### src/rtl/ptmr_pkg.sv
package ptmr_pkg;
   // register offsets (word addresses)
   localparam int unsigned ADR_START = 0;
   localparam int unsigned ADR_COUNT = 1;
   localparam int unsigned ADR_CTRL  = 2;
   localparam int unsigned ADR_IRQ   = 3;

   // control byte fields
   localparam int unsigned CTL_RELEASE_BIT = 0;
   localparam int unsigned CTL_RUN_BIT     = 1;

   // interrupt byte fields
   localparam int unsigned IRQ_EN_BIT   = 3;
   localparam int unsigned IRQ_PEND_BIT = 7;

   typedef struct packed {
      logic run;
      logic release_n_clr;
   } ctl_t;
endpackage

### src/rtl/ptmr_regs.sv
module ptmr_regs
   import ptmr_pkg::*;
#(
   parameter int unsigned CNT_W  = 16,
   parameter int unsigned ADDR_W = 3,
   parameter int unsigned DATA_W = 16
) (
   input  logic              clk,
   input  logic              rst_n,
   input  logic              we,
   input  logic [ADDR_W-1:0] addr,
   input  logic [DATA_W-1:0] wdata,
   output logic [CNT_W-1:0]  start_val,
   output ctl_t              ctl,
   output logic              clr_now,
   output logic              load_now,
   output logic              irq_we
);
   logic wr_start, wr_ctl;

   always_comb begin
      wr_start = we && (addr == ADDR_W'(ADR_START));
      wr_ctl   = we && (addr == ADDR_W'(ADR_CTRL));
      irq_we   = we && (addr == ADDR_W'(ADR_IRQ));
      clr_now  = wr_ctl && !wdata[CTL_RELEASE_BIT];
      load_now = wr_ctl && wdata[CTL_RELEASE_BIT] && !ctl.release_n_clr;
   end

   always_ff @(posedge clk) begin
      if (!rst_n) begin
         start_val <= '0;
         ctl       <= '0;
      end else begin
         if (wr_start) start_val <= wdata[CNT_W-1:0];
         if (wr_ctl) begin
            ctl.release_n_clr <= wdata[CTL_RELEASE_BIT];
            ctl.run           <= wdata[CTL_RUN_BIT];
         end
      end
   end
endmodule

### src/rtl/ptmr_count.sv
module ptmr_count #(
   parameter int unsigned CNT_W = 16
) (
   input  logic             clk,
   input  logic             rst_n,
   input  logic             tick,
   input  logic             running,
   input  logic             clr_now,
   input  logic             load_now,
   input  logic [CNT_W-1:0] start_val,
   output logic [CNT_W-1:0] count,
   output logic             ovf
);
   localparam logic [CNT_W-1:0] TOP = {CNT_W{1'b1}};

   logic advance;

   always_comb begin
      advance = tick && running && !clr_now && !load_now;
      ovf     = advance && (count == TOP);
   end

   always_ff @(posedge clk) begin
      if (!rst_n)        count <= '0;
      else if (clr_now)  count <= '0;
      else if (load_now) count <= start_val;
      else if (ovf)      count <= start_val;
      else if (advance)  count <= count + 1'b1;
   end
endmodule

### src/rtl/ptmr_irq.sv
module ptmr_irq
   import ptmr_pkg::*;
#(
   parameter int unsigned LVL_W = 3
) (
   input  logic             clk,
   input  logic             rst_n,
   input  logic             irq_we,
   input  logic [7:0]       wbyte,
   input  logic             ovf,
   output logic             pend,
   output logic             en,
   output logic [LVL_W-1:0] lvl,
   output logic             irq_req,
   output logic [LVL_W-1:0] irq_level
);
   always_ff @(posedge clk) begin
      if (!rst_n) begin
         pend <= 1'b0;
         en   <= 1'b0;
         lvl  <= '0;
      end else begin
         if (irq_we) begin
            lvl <= wbyte[LVL_W-1:0];
            en  <= wbyte[IRQ_EN_BIT];
         end
         if (ovf)                              pend <= 1'b1;
         else if (irq_we && wbyte[IRQ_PEND_BIT]) pend <= 1'b0;
      end
   end

   always_comb begin
      irq_req   = pend && en;
      irq_level = irq_req ? lvl : '0;
   end
endmodule

### src/rtl/ptmr_top.sv
module ptmr_top
   import ptmr_pkg::*;
#(
   parameter int unsigned CNT_W    = 16,
   parameter int unsigned LVL_W    = 3,
   parameter int unsigned ADDR_W   = 3,
   parameter int unsigned DATA_W   = 16,
   parameter bit          RDATA_REG = 1'b0
) (
   input  logic              clk,
   input  logic              rst_n,
   input  logic              tick_i,
   input  logic              bus_we_i,
   input  logic [ADDR_W-1:0] bus_addr_i,
   input  logic [DATA_W-1:0] bus_wdata_i,
   output logic [DATA_W-1:0] bus_rdata_o,
   output logic              irq_req_o,
   output logic [LVL_W-1:0]  irq_level_o
);
   localparam int unsigned PAD_IRQ = IRQ_PEND_BIT - IRQ_EN_BIT - 1;

   if (CNT_W > DATA_W) begin : g_bad_cnt
      $error("ptmr_top: CNT_W must fit in DATA_W");
   end
   if (DATA_W < 8) begin : g_bad_data
      $error("ptmr_top: DATA_W must hold a control byte");
   end
   if (LVL_W != IRQ_EN_BIT) begin : g_bad_lvl
      $error("ptmr_top: LVL_W must end just below the enable bit");
   end
   if (ADDR_W < 2) begin : g_bad_addr
      $error("ptmr_top: ADDR_W too small for four registers");
   end

   logic [CNT_W-1:0] start_val, count;
   ctl_t             ctl;
   logic             clr_now, load_now, irq_we, ovf, running;
   logic             pend, en;
   logic [LVL_W-1:0] lvl;
   logic [DATA_W-1:0] rd_mux;

   ptmr_regs #(.CNT_W(CNT_W), .ADDR_W(ADDR_W), .DATA_W(DATA_W)) u_regs (
      .clk(clk), .rst_n(rst_n), .we(bus_we_i), .addr(bus_addr_i),
      .wdata(bus_wdata_i), .start_val(start_val), .ctl(ctl),
      .clr_now(clr_now), .load_now(load_now), .irq_we(irq_we)
   );

   assign running = ctl.release_n_clr && ctl.run;

   ptmr_count #(.CNT_W(CNT_W)) u_count (
      .clk(clk), .rst_n(rst_n), .tick(tick_i), .running(running),
      .clr_now(clr_now), .load_now(load_now), .start_val(start_val),
      .count(count), .ovf(ovf)
   );

   ptmr_irq #(.LVL_W(LVL_W)) u_irq (
      .clk(clk), .rst_n(rst_n), .irq_we(irq_we), .wbyte(bus_wdata_i[7:0]),
      .ovf(ovf), .pend(pend), .en(en), .lvl(lvl),
      .irq_req(irq_req_o), .irq_level(irq_level_o)
   );

   always_comb begin
      rd_mux = '0;
      case (bus_addr_i)
         ADDR_W'(ADR_START): rd_mux = DATA_W'(start_val);
         ADDR_W'(ADR_COUNT): rd_mux = DATA_W'(count);
         ADDR_W'(ADR_CTRL):  rd_mux = DATA_W'({ctl.run, ctl.release_n_clr});
         ADDR_W'(ADR_IRQ):   rd_mux = DATA_W'({pend, {PAD_IRQ{1'b0}}, en, lvl});
         default:            rd_mux = '0;
      endcase
   end

   if (RDATA_REG) begin : g_rd_reg
      always_ff @(posedge clk) begin
         if (!rst_n) bus_rdata_o <= '0;
         else        bus_rdata_o <= rd_mux;
      end
   end else begin : g_rd_comb
      assign bus_rdata_o = rd_mux;
   end
endmodule

### config.mk
export PLATFORM = sky130hd
export DESIGN_NAME = ptmr_top
export DESIGN_NICKNAME = d
export VERILOG_FILES = /design/src/rtl/ptmr_pkg.sv /design/src/rtl/ptmr_regs.sv /design/src/rtl/ptmr_count.sv /design/src/rtl/ptmr_irq.sv /design/src/rtl/ptmr_top.sv
export SDC_FILE = /design/constraint.sdc
export NUM_CORES = 1
export LEC_CHECK = 0
export ABC_CLOCK_PERIOD_IN_PS = 1920
export CAP_MARGIN = 15
export CELL_PAD_IN_SITES_DETAIL_PLACEMENT = 2
export CELL_PAD_IN_SITES_GLOBAL_PLACEMENT = 2
export CORE_UTILIZATION = 28
export CTS_BUF_LIST = sky130_fd_sc_hd__clkbuf_8
export CTS_CLUSTER_DIAMETER = 200
export DETAILED_ROUTE_END_ITERATION = 8
export PLACE_DENSITY_LB_ADDON = 0.1
export SLEW_MARGIN = 20
export SYNTH_ARGS = -nofsm -noshare
export SYNTH_HDL_FRONTEND = slang
export SYNTH_SLANG_ARGS = --single-unit
### constraint.sdc
create_clock -name clk -period 1.92 [get_ports clk]
set_input_delay 0.288 -clock clk [delete_from_list [all_inputs] [get_ports clk]]
set_output_delay 0.288 -clock clk [all_outputs]
set_load 0.03 [all_outputs]
==> flow_metrics.tcl <==
set metrics [dict create \
    viasPerCell 5.22 \
    synth_area_leaders "dfxtp_1 (34%), mux2i_1 (13%), nand2_1 (8.7%)" \
    place_area_mm2 0.00315 \
    worstPathRequired_ns 2.12 \
    fin_crit_ns 1.95 \
    timing.final.crit_share 1.01 \
    overflow 0 \
    ctsHtreeMaxLevel 2 \
    vias 2516 \
    power_frac_seq 0.481 \
    power_density_mw_per_mm2 500 \
    worstSetupPathType "register to register" \
    final_antenna_net_count 0 \
    max_slew.worst_pin.slew_ns 0.316 \
    setup_violations 4 \
    finalWeightedCongestion 0.798 \
    fin_worst_skew_ns 0.0130 \
    antenna_found_initial 0 \
    synth.net_count 316 \
    p_leak_nw 1.44 \
    io_pins 43 \
    die_y_um 92.6 \
    switching_power_mw 0.457 \
    rows 32 \
    status "finished, violations left" \
    drv_slew 0 \
    final_cell_mix "buf_4 (58), nand2_1 (53), dfxtp_1 (37), mux2i_1 (26), clkdlybuf4s50_1 (21)" \
    setup_ws_ns -0.0286 \
    drt_wl_total_um 9320 \
    dpl.cell_count 466 \
    final_common_cell "buf_4" \
    regArea_um2 783 \
    nNetsFinal 403 \
    timing.slew.headroom 0.789 \
    core_area_mm2 0.00785 \
    hold_viol 0 \
    p_total_mw 1.73 \
    root_buffer "clkbuf_8" \
    switching_share 0.264 \
    violations "setup timing" \
    crit_slowest_cell "or4_4" \
    synthCells 292 \
    drt-wirelength-per-cell_um 19.3 \
    cp_data_arrival_time_ns 2.14 \
    drt_iter0_drc 71 \
    drive_gt1_frac 0.308 \
    area_delta_synth_final_pct 50.6 \
    initial_utilization 0.293 \
    cp-end-kind "register" \
    tritoncts "yes" \
    insertion_delay_ns 0.30 \
    start_kind "register" \
    peakVddDrop_v 0.000238 \
    internal_power_mw 1.27 \
    finalSetupTns_ns -0.0679 \
    syn_avg_cell_area_um2 7.86 \
    drc_errors 0 \
    path_clk_slew_ns 0.09 \
    nFillCells 876 \
    yosysUniqueCellTypes 45 \
    cts_sinks 39 \
    cts_buffers 5 \
    grt_pass1_wl_um 14000 \
    firstDrtPassIters 4 \
    cts_buffer_depth 2 \
    hp-class "register to register" \
    yosysSeqAreaShare 0.340 \
    rsz0062_at_grt "true" \
    multi_input_area_mm2 0.00153 \
    ys_warn_count 0 \
    grt_max_degree 24 \
    max_stage_delay_ns 0.54 \
    grt_usage 0.211 \
    synthesis.area_mm2 0.00230 \
    yosys_most_used_dff "dfxtp_1" \
    synth_edf_count 0 \
    dieArea_mm2 0.00857 \
    hpwl_um 6400 \
    worstPathCellList "ha_4 -> nand3_4 -> or4_4 -> o21a_4 -> clkbuf_16 -> mux2i_1 -> o22ai_1" \
    fp.dieW_um 92.6 \
    design_area_mm2 0.00346 \
    grt_pass1_vias 2670 \
    ys_ff_latch 39 \
    yosysTopAreaCell "dfxtp_1" \
    io_buffer_count 42 \
    async_flop_share 0 \
    utilization 0.441 \
    clkPwrFrac 0.383 \
    instances_no_fill 482 \
    synth_top_area_frac 0.340 \
    combPwrFrac 0.136 \
    cp_max_fo 10 \
    cap_violations 0 \
    fmax_ghz 0.513 \
    antenna_cells 0 \
]
-- path summary, 6_finish.rpt --
check | start | to | slack (ns) | cells past startpoint
setup / recovery | u_count.count[1] | u_count.count[12] | -0.03 | 7
hold / removal | u_regs.start_val[12] | u_regs.start_val[12] | 0.50 | 2
setup reg to reg | u_count.count[1] | u_count.count[12] | -0.03 | 7
hold reg to reg | u_regs.start_val[12] | u_regs.start_val[12] | 0.50 | 2
-- Yosys cell counts, types with 2 or more instances --
library cell and number:
nand2_1 53, dfxtp_1 39, nor2_1 30, mux2i_1 29, a21boi_0 17, a21oi_1 14
clkbuf_1 10, o22ai_1 10, nor2b_1 8, nand3_1 7, o21ai_0 7, a31oi_1 5
nor3_1 5, and2_1 4, and3_1 4, buf_2 4, nand4_1 4, inv_1 3
o21a_1 3, or2_2 3, or3_1 3, a22oi_1 2, and4_1 2, buf_1 2
mux4_2 2, nand3_2 2, nor4_1 2
-- sequential cells by signal (all words and copies together) (netlist names) --
| signal | cells |
|---|---|
| u_count.count | 16 |
| u_regs.start_val | 16 |
| u_irq.lvl | 3 |
| u_regs.ctl | 2 |
| u_irq.en | 1 |
| u_irq.pend | 1 |
-- repair_timing --
| item | 4_1_cts | 5_1_grt |
|---|---|---|
| gates resized for setup | 27 | 20 |
| hold buffers | 0 | 0 |
| buffers inserted | 2 | 4 |
| pin swaps | 2 | 15 |
| cloned | 0 | 2 |
| setup endpoints to repair | 29 | 31 |
-- critical path: cells and delay by family (launching register included) --
family,cells,cell delay (ns)
DFF,1,0.36
buffers and inverters,1,0.18
and+or+nand+nor,2,0.62
muxes,1,0.18
adders and majority gates,1,0.15
AOI/OAI and AO/OA,2,0.36
-- metal layers --
| layer | global-route usage | vias up | wire [µm] |
|---|---|---|---|
| met2 | 0.373 | 34 | 4710 |
| met1 | 0.269 | 1266 | 4300 |
| met5 | 0 | - | 0 |
| li1 | - | 1207 | - |
| met4 | 0.0612 | 0 | 124 |
| met3 | 0.0246 | 9 | 183 |
-- metrics by stage --
step	hold WS, ns	setup slack [ns]
finish	0.497	-0.0286
global route	0.537	-0.108
CTS	0.500	-0.0116
detailed placement	0.487	-0.391
global placement	0.477	-0.340
floorplan	0.433	0.0140
-- cell type report --
| cell class | instances | share of cell area |
|---|---|---|
| sequential | 39 | 0.226 |
| multi-input combinational | 232 | 0.442 |
| clock inverter | 1 | 0.00217 |
| clock buffer | 7 | 0.0279 |
| timing repair buffer | 98 | 0.261 |
| tap | 102 | 0.0369 |
| inverter | 3 | 0.00326 |
-- power groups by stage --
stage | combinational (mW) | clock (mW) | sequential, mW
2_1_floorplan | 0.0907 | 0 | 0.847
3_3_place_gp | 0.210 | 0 | 0.850
3_5_place_dp | 0.215 | 0 | 0.850
4_1_cts | 0.227 | 0.676 | 0.832
5_1_grt | 0.253 | 0.705 | 0.834
6_report | 0.235 | 0.662 | 0.832
-- logic make-up (layout without fill, tap and decap cells) --
family,count (synthesis),count (layout),synth area share
AOI/OAI and AO/OA,62,62,0.174
adders and majority gates,1,1,0.00545
buffers and inverters,21,109,0.0387
DFF,39,39,0.340
muxes,31,31,0.146
and+or+nand+nor,138,138,0.296
(Power assumes the default switching activity.)
